### config.mk
export PLATFORM = sky130hd
export DESIGN_NAME = i2c_mem_slave
export DESIGN_NICKNAME = d
export VERILOG_FILES = /design/src/rtl/i2c_mem_pkg.sv /design/src/rtl/i2c_bus_sync.sv /design/src/rtl/i2c_prog_timer.sv /design/src/rtl/i2c_mem_array.sv /design/src/rtl/i2c_mem_ctrl.sv /design/src/rtl/i2c_mem_slave.sv
export SDC_FILE = /design/constraint.sdc
export NUM_CORES = 2
export LEC_CHECK = 0
export CORE_MARGIN = 2
export CORE_UTILIZATION = 40
export CTS_CLUSTER_SIZE = 30
export DETAILED_ROUTE_END_ITERATION = 7
export GPL_TIMING_DRIVEN = 0
export PLACE_DENSITY_LB_ADDON = 0.05
export SKIP_CTS_REPAIR_TIMING = 1
export SYNTH_ARGS = -nofsm -noshare
export SYNTH_HDL_FRONTEND = slang
export SYNTH_SLANG_ARGS = --single-unit
### constraint.sdc
create_clock -name clk -period 4.99 [get_ports clk]
set_input_delay 0.7485 -clock clk [delete_from_list [all_inputs] [get_ports clk]]
set_output_delay 0.7485 -clock clk [all_outputs]
set_load 0.01 [all_outputs]
### src/rtl/i2c_mem_pkg.sv
package i2c_mem_pkg;

   localparam int BYTE_W = 8;

   typedef enum logic [2:0] {
      ST_IDLE,
      ST_DEV,
      ST_ACK,
      ST_WADDR,
      ST_WDATA,
      ST_TX,
      ST_RACK,
      ST_IGN
   } slv_state_t;

endpackage

### src/rtl/i2c_bus_sync.sv
module i2c_bus_sync #(
   parameter int STAGES = 2
) (
   input  logic clk,
   input  logic rst_n,
   input  logic scl_i,
   input  logic sda_i,
   output logic sda_lvl,
   output logic scl_rise,
   output logic scl_fall,
   output logic start_evt,
   output logic stop_evt
);

   if (STAGES < 1) begin : g_bad_stages
      $error("i2c_bus_sync: STAGES must be at least 1");
   end

   logic [STAGES-1:0] scl_pipe;
   logic [STAGES-1:0] sda_pipe;
   logic              scl_q;
   logic              sda_q;
   logic              scl_s;
   logic              sda_s;

   for (genvar g = 0; g < STAGES; g++) begin : g_stage
      if (g == 0) begin : g_first
         always_ff @(posedge clk or negedge rst_n) begin
            if (!rst_n) begin
               scl_pipe[0] <= 1'b1;
               sda_pipe[0] <= 1'b1;
            end else begin
               scl_pipe[0] <= scl_i;
               sda_pipe[0] <= sda_i;
            end
         end
      end else begin : g_next
         always_ff @(posedge clk or negedge rst_n) begin
            if (!rst_n) begin
               scl_pipe[g] <= 1'b1;
               sda_pipe[g] <= 1'b1;
            end else begin
               scl_pipe[g] <= scl_pipe[g-1];
               sda_pipe[g] <= sda_pipe[g-1];
            end
         end
      end
   end

   assign scl_s = scl_pipe[STAGES-1];
   assign sda_s = sda_pipe[STAGES-1];

   always_ff @(posedge clk or negedge rst_n) begin
      if (!rst_n) begin
         scl_q <= 1'b1;
         sda_q <= 1'b1;
      end else begin
         scl_q <= scl_s;
         sda_q <= sda_s;
      end
   end

   assign sda_lvl   = sda_s;
   assign scl_rise  = scl_s & ~scl_q;
   assign scl_fall  = ~scl_s & scl_q;
   assign start_evt = scl_s & scl_q & sda_q & ~sda_s;
   assign stop_evt  = scl_s & scl_q & ~sda_q & sda_s;

endmodule

### src/rtl/i2c_prog_timer.sv
module i2c_prog_timer #(
   parameter int PROG_CYCLES = 2000
) (
   input  logic clk,
   input  logic rst_n,
   input  logic kick,
   output logic busy
);

   localparam int CNT_W = $clog2(PROG_CYCLES + 1);

   if (PROG_CYCLES < 1) begin : g_bad_len
      $error("i2c_prog_timer: PROG_CYCLES must be at least 1");
   end

   logic [CNT_W-1:0] remain;

   always_ff @(posedge clk or negedge rst_n) begin
      if (!rst_n) begin
         remain <= '0;
      end else if (kick) begin
         remain <= CNT_W'(PROG_CYCLES);
      end else if (remain != '0) begin
         remain <= remain - 1'b1;
      end
   end

   assign busy = (remain != '0);


   kick_busy_chk: assert property (@(posedge clk) disable iff (!rst_n)
      kick |=> busy);

endmodule

### src/rtl/i2c_mem_array.sv
module i2c_mem_array #(
   parameter int ADDR_W = 8,
   parameter int DATA_W = 8
) (
   input  logic              clk,
   input  logic              rst_n,
   input  logic              wr_en,
   input  logic [ADDR_W-1:0] addr,
   input  logic [DATA_W-1:0] wr_data,
   output logic [DATA_W-1:0] rd_data
);

   localparam int DEPTH = 1 << ADDR_W;

   logic [DATA_W-1:0] cells [DEPTH];

   always_ff @(posedge clk or negedge rst_n) begin
      if (!rst_n) begin
         for (int i = 0; i < DEPTH; i++) begin
            cells[i] <= '0;
         end
      end else if (wr_en) begin
         cells[addr] <= wr_data;
      end
   end

   assign rd_data = cells[addr];

endmodule

### src/rtl/i2c_mem_ctrl.sv
module i2c_mem_ctrl
   import i2c_mem_pkg::*;
#(
   parameter logic [6:0] DEV_ADDR = 7'b1010000,
   parameter int         ADDR_W   = 8
) (
   input  logic               clk,
   input  logic               rst_n,
   input  logic               sda_lvl,
   input  logic               scl_rise,
   input  logic               scl_fall,
   input  logic               start_evt,
   input  logic               stop_evt,
   input  logic               busy,
   input  logic [BYTE_W-1:0]  rd_data,
   output logic               sda_oe,
   output logic               wr_en,
   output logic [ADDR_W-1:0]  ptr,
   output logic [BYTE_W-1:0]  wr_data
);

   if (ADDR_W < 1 || ADDR_W > BYTE_W) begin : g_bad_aw
      $error("i2c_mem_ctrl: ADDR_W must be between 1 and 8");
   end

   slv_state_t        state;
   slv_state_t        after_ack;
   logic [BYTE_W-1:0] sr;
   logic [2:0]        bcnt;
   logic              byte_rdy;
   logic              wr_pend;
   logic              mack;
   logic              rx_state;

   assign rx_state = (state == ST_DEV) || (state == ST_WADDR) || (state == ST_WDATA);

   always_ff @(posedge clk or negedge rst_n) begin
      if (!rst_n) begin
         state     <= ST_IDLE;
         after_ack <= ST_IDLE;
         sr        <= '0;
         bcnt      <= '0;
         byte_rdy  <= 1'b0;
         wr_pend   <= 1'b0;
         mack      <= 1'b0;
         sda_oe    <= 1'b0;
         wr_en     <= 1'b0;
         ptr       <= '0;
         wr_data   <= '0;
      end else begin
         wr_en <= 1'b0;
         if (busy) begin
            state    <= ST_IDLE;
            sda_oe   <= 1'b0;
            byte_rdy <= 1'b0;
            wr_pend  <= 1'b0;
         end else if (stop_evt) begin
            state    <= ST_IDLE;
            sda_oe   <= 1'b0;
            byte_rdy <= 1'b0;
            wr_pend  <= 1'b0;
            wr_en    <= wr_pend;
         end else if (start_evt) begin
            state    <= ST_DEV;
            sda_oe   <= 1'b0;
            byte_rdy <= 1'b0;
            wr_pend  <= 1'b0;
            bcnt     <= '0;
         end else if (rx_state) begin
            if (scl_rise && !byte_rdy) begin
               sr   <= {sr[BYTE_W-2:0], sda_lvl};
               bcnt <= bcnt + 1'b1;
               if (bcnt == 3'd7) begin
                  byte_rdy <= 1'b1;
               end
            end else if (scl_fall && byte_rdy) begin
               byte_rdy <= 1'b0;
               unique case (state)
                  ST_DEV: begin
                     if (sr[7:1] == DEV_ADDR) begin
                        sda_oe    <= 1'b1;
                        state     <= ST_ACK;
                        after_ack <= sr[0] ? ST_TX : ST_WADDR;
                     end else begin
                        state <= ST_IGN;
                     end
                  end
                  ST_WADDR: begin
                     ptr       <= sr[ADDR_W-1:0];
                     sda_oe    <= 1'b1;
                     state     <= ST_ACK;
                     after_ack <= ST_WDATA;
                  end
                  default: begin
                     wr_data   <= sr;
                     wr_pend   <= 1'b1;
                     sda_oe    <= 1'b1;
                     state     <= ST_ACK;
                     after_ack <= ST_IGN;
                  end
               endcase
            end
         end else begin
            unique case (state)
               ST_ACK: begin
                  if (scl_fall) begin
                     bcnt  <= '0;
                     state <= after_ack;
                     if (after_ack == ST_TX) begin
                        sr     <= rd_data;
                        sda_oe <= ~rd_data[7];
                     end else begin
                        sda_oe <= 1'b0;
                     end
                  end
               end
               ST_TX: begin
                  if (scl_rise) begin
                     bcnt <= bcnt + 1'b1;
                     if (bcnt == 3'd7) begin
                        byte_rdy <= 1'b1;
                     end
                  end else if (scl_fall) begin
                     if (byte_rdy) begin
                        byte_rdy <= 1'b0;
                        sda_oe   <= 1'b0;
                        ptr      <= ptr + 1'b1;
                        state    <= ST_RACK;
                     end else begin
                        sr     <= {sr[BYTE_W-2:0], 1'b0};
                        sda_oe <= ~sr[6];
                     end
                  end
               end
               ST_RACK: begin
                  if (scl_rise) begin
                     mack <= ~sda_lvl;
                  end else if (scl_fall) begin
                     if (mack) begin
                        sr     <= rd_data;
                        sda_oe <= ~rd_data[7];
                        bcnt   <= '0;
                        state  <= ST_TX;
                     end else begin
                        sda_oe <= 1'b0;
                        state  <= ST_IGN;
                     end
                  end
               end
               default: begin
                  sda_oe <= 1'b0;
               end
            endcase
         end
      end
   end


   oe_move_chk: assert property (@(posedge clk) disable iff (!rst_n)
      !$stable(sda_oe) |-> $past(scl_fall));


   busy_quiet_chk: assert property (@(posedge clk) disable iff (!rst_n)
      busy |-> !sda_oe);


   ign_release_chk: assert property (@(posedge clk) disable iff (!rst_n)
      (state == ST_IGN) |-> !sda_oe);


   start_restart_chk: assert property (@(posedge clk) disable iff (!rst_n)
      (start_evt && !busy && !stop_evt) |=> (state == ST_DEV) && !wr_pend);


   addr_ack_chk: assert property (@(posedge clk) disable iff (!rst_n)
      ($past(state) == ST_DEV && state == ST_ACK) |-> ($past(sr[7:1]) == DEV_ADDR));

endmodule

### src/rtl/i2c_mem_slave.sv
module i2c_mem_slave
   import i2c_mem_pkg::*;
#(
   parameter logic [6:0] DEV_ADDR    = 7'b1010000,
   parameter int         ADDR_W      = 8,
   parameter int         PROG_CYCLES = 2000,
   parameter int         SYNC_STAGES = 2
) (
   input  logic clk,
   input  logic rst_n,
   input  logic scl_i,
   input  logic sda_i,
   output logic sda_oe,
   output logic busy
);

   logic              sda_lvl;
   logic              scl_rise;
   logic              scl_fall;
   logic              start_evt;
   logic              stop_evt;
   logic              wr_en;
   logic [ADDR_W-1:0] ptr;
   logic [BYTE_W-1:0] wr_data;
   logic [BYTE_W-1:0] rd_data;

   i2c_bus_sync #(.STAGES(SYNC_STAGES)) sync_i (
      .clk       (clk),
      .rst_n     (rst_n),
      .scl_i     (scl_i),
      .sda_i     (sda_i),
      .sda_lvl   (sda_lvl),
      .scl_rise  (scl_rise),
      .scl_fall  (scl_fall),
      .start_evt (start_evt),
      .stop_evt  (stop_evt)
   );

   i2c_mem_ctrl #(.DEV_ADDR(DEV_ADDR), .ADDR_W(ADDR_W)) ctrl_i (
      .clk       (clk),
      .rst_n     (rst_n),
      .sda_lvl   (sda_lvl),
      .scl_rise  (scl_rise),
      .scl_fall  (scl_fall),
      .start_evt (start_evt),
      .stop_evt  (stop_evt),
      .busy      (busy),
      .rd_data   (rd_data),
      .sda_oe    (sda_oe),
      .wr_en     (wr_en),
      .ptr       (ptr),
      .wr_data   (wr_data)
   );

   i2c_prog_timer #(.PROG_CYCLES(PROG_CYCLES)) timer_i (
      .clk   (clk),
      .rst_n (rst_n),
      .kick  (wr_en),
      .busy  (busy)
   );

   i2c_mem_array #(.ADDR_W(ADDR_W), .DATA_W(BYTE_W)) mem_i (
      .clk     (clk),
      .rst_n   (rst_n),
      .wr_en   (wr_en),
      .addr    (ptr),
      .wr_data (wr_data),
      .rd_data (rd_data)
   );

endmodule

==> run_results.csv <==
group,metric,value,unit
routing,viasPerCell,6.403,
hold_path,hold_path_class,"primary input to flip-flop",
placement,io_buffers,5,
die,ioPinCount,6,
logic_synthesis,syn-num-nets,6005,
timing,fin_ws,-355.5,ps
die,core-area,237900,sq um
power_and_ir_drop,finalPower,35800,uW
logic_synthesis,avgSynthCellArea,15.98,sq um
timing,max-slew-margin-rel,-0.1026,
die,start_util,0.4026,
worst_setup_path,path_depth,10,
global_routing,grt_pass1_vias,60760,
clock_network,cts_made_buffers,233,
clock_network,path_clk_slew,60,ps
logic_synthesis,synthArstFlopShare,1.000,
worst_setup_path,critPathKind,"flip-flop to flip-flop",
placement,hpwl,311.6,mm
worst_setup_path,worst-path-buf-inv,5,
timing,setup_viol,160,
worst_setup_path,end_kind,"flip-flop",
global_routing,grt_usage,0.3688,
finish,nFillCells,21100,
die,fp.dieW,493.3,microns
finish,syn_to_final_growth,14.13,%
worst_setup_path,reg2regPathDepth,10,
routing,drt_wl_total,448.3,mm
global_routing,grt_start_max_net_pins,170,
clock_network,cts_buffer_depth,3,
flow_run,cap_viol_max_count,8,
power_and_ir_drop,power.leakage,0.05033,uW
routing,drt_iter0_drc,7036,
power_and_ir_drop,p_seq_frac,0.483,
logic_synthesis,syn_area,95750,sq um
clock_network,clock_latency,900,ps
power_and_ir_drop,peakVddDrop,0.0003048,V
routing,wl_per_cell,46.45,microns
power_and_ir_drop,internal-power,27640,uW
finish,drive_above_1_share,0.5246,
logic_synthesis,ys_ff_latch,2103,
timing,slew_violations,80,
timing,timing.fmax,187.1,MHz
worst_setup_path,crit_fanout,10,
placement,place_ws,-1937,ps
die,rows,179,
routing,drtAntennaViolNets,0,
power_and_ir_drop,combPwrFrac,0.018,
timing,finalSetupTns,-8994,ps
routing,dr.pass1.iters,6,
global_routing,grt_first_pass_wirelength,591.3,mm
logic_synthesis,yosysWarnings,0,
worst_setup_path,path_delay_family,"compound AO/OA/AOI/OAI gates",
logic_synthesis,ys_seq_area_frac,0.5497,
timing,timing.final.crit_share,1.071,
clock_network,cts_tree,"built",
power_and_ir_drop,power_density,327.6,nW/um^2
worst_setup_path,arrival,6100,ps
global_routing,antenna_found_initial,83,
clock_network,clockRootBuffer,"clkbuf_16",
placement,gp_congestion,1.031,
hold_path,hold_depth,1,
worst_setup_path,critPathLaunchType,"flip-flop",
worst_setup_path,cp_cell_sequence,"buf_6 -> buf_6 -> buf_6 -> buf_4 -> inv_1 -> o21ai_0 -> o221ai_1 -> o211ai_1 -> a41oi_4 -> a221o_1",
logic_synthesis,netlist-cell-type-count,71,
power_and_ir_drop,swShare,0.2278,
clock_network,cts_sinks,2103,
logic_synthesis,syn_inst,5991,
global_routing,grt-ovfl-total,0,
logic_synthesis,synth-edff-count,0,
outcome,run_status,"finished, violations left",
finish,fin_util,0.4595,
timing,hold_viol_final,0,
routing,route.detailed.drc,0,
finish,nets,6287,
die,dieHeight,493.3,microns
timing,period_needed,5346,ps
routing,vias,61790,
logic_synthesis,ys.flop_type,"dfrtp_1",
clock_network,htree_levels,4,
power_and_ir_drop,clockPowerShare,0.499,
timing,rsz0062_at_grt,"true",
timing,hold_slack,291.8,ps
worst_setup_path,slowest_delay,1170,ps
outcome,violations,"capacitance limit, slew limit, setup timing",
worst_setup_path,critPathSlowestCell,"o21ai_0",
power_and_ir_drop,p_sw,8155,uW
worst_setup_path,worstPathRequired,5750,ps
timing,finalClockSkew,32.32,ps
timing,tightest_slew,1651,ps
die,dieArea,243300,sq um
worst_setup_path,crit_top_cell,"buf_6",
sequential cells by signal, summed over array words and instances, names as in the netlist, 3 cells and up:
register          flops
mem_i.cells        2048
ctrl_i.ptr            8
ctrl_i.bcnt           3
timer_i.remain       11
ctrl_i.state          3
ctrl_i.after_ack      3
ctrl_i.wr_data        8
ctrl_i.sr             8
worst paths after layout:
check / slack, ps / endpoint / from
max in group asynchronous: 930 / mem_i.cells[1061] / rst_n
worst max register to register: -360 / ctrl_i.sr[7] / ctrl_i.ptr[0]
worst min register to register: 360 / sync_i.scl_s / sync_i.scl_pipe[0]
worst max-delay path: -360 / ctrl_i.sr[7] / ctrl_i.ptr[0]
worst min-delay path: 290 / sync_i.sda_pipe[0] / sda_i
min in group asynchronous: 490 / mem_i.cells[56] / rst_n
through the flow:
step                cell area, sq um  instances
floorplan                      95750       5991
global placement               99760       9163
detailed placement            100900       9210
CTS                           108700       9638
global route                  109200       9635
finish                        109300       9650
cells by family after synthesis:
family,count (synthesis),synth area share
AO/OA/AOI/OAI,185,0.01353
AND/OR/NAND/NOR,512,0.02343
adder cells (fa/ha/maj),11,0.001411
flip-flops,2103,0.5497
XOR/XNOR,7,0.0006403
buffers and inverters,463,0.02146
multiplexers,2710,0.3898
metal layers:
layer / GRT usage / part of all wire / up-vias
met5: 0 / 0.00046 / -
met4: 0.2240 / 0.071 / 28
met3: 0.09247 / 0.089 / 929
met2: 0.5348 / 0.43 / 3093
met1: 0.4991 / 0.41 / 34700
li1: - / - / 23040
worst reg2reg max path, stage by stage, from the launching register on:
cell      delay (ps)
dfrtp_1          410
buf_6            240
buf_6            410
buf_6            440
buf_4            550
inv_1            480
o21ai_0         1180
o221ai_1         410
o211ai_1         320
a41oi_4          350
a221o_1          450
cells in the final DEF (no fill, tap or decap), drive strengths merged, types with 14 or more instances in the layout:
cell,instances
nor2b,14
diode,17
mux2,2063
mux4,609
nor3,25
nand3,14
dfrtp,2097
a22oi,48
mux2i,38
o21ai,21
clkbuf,683
bufinv,14
buf,168
inv,24
nand2,151
clkinv,41
nor2,243
a21oi,43
Yosys cell counts, types with 14 or more instances:
cell type	instances	area, sq um
a21oi_1	43	215.2
clkbuf_1	308	1156
a22oi_1	48	360.4
buf_1	25	93.84
nor3_1	24	120.1
mux2i_1	38	380.4
nor2b_1	14	87.58
inv_1	16	60.06
dfrtp_1	2097	52480
nor2_1	242	908.4
buf_2	70	350.3
o21ai_0	20	100.1
mux4_2	609	13720
nand2_1	151	566.8
buf_6	19	214.0
buf_4	23	172.7
mux2_2	2063	23230
power groups by stage:
stage	clock network (uW)	logic, uW	registers, uW
final	17900	646	17300
after CTS	18000	662	17300
after global placement	0	451	17700
after detailed placement	0	662	17600
after floorplan	0	180	17500
after global routing	18700	737	17300
area by class of cell:
| type | instances | area, sq um | share of cell area |
|---|---|---|---|
| Buffer | 439 | 2277 | 0.02084 |
| Multi-Input combinational cell | 3425 | 41400 | 0.3789 |
| Antenna cell | 17 | 42.54 | 0.0003893 |
| Tap cell | 3167 | 3963 | 0.03626 |
| Clock buffer | 364 | 7056 | 0.06456 |
| Timing Repair Buffer | 53 | 1097 | 0.01004 |
| Clock inverter | 64 | 740.7 | 0.006778 |
| Sequential cell | 2103 | 52630 | 0.4816 |
| Inverter | 18 | 67.56 | 0.0006183 |
Power figures use the tool's default switching activity.
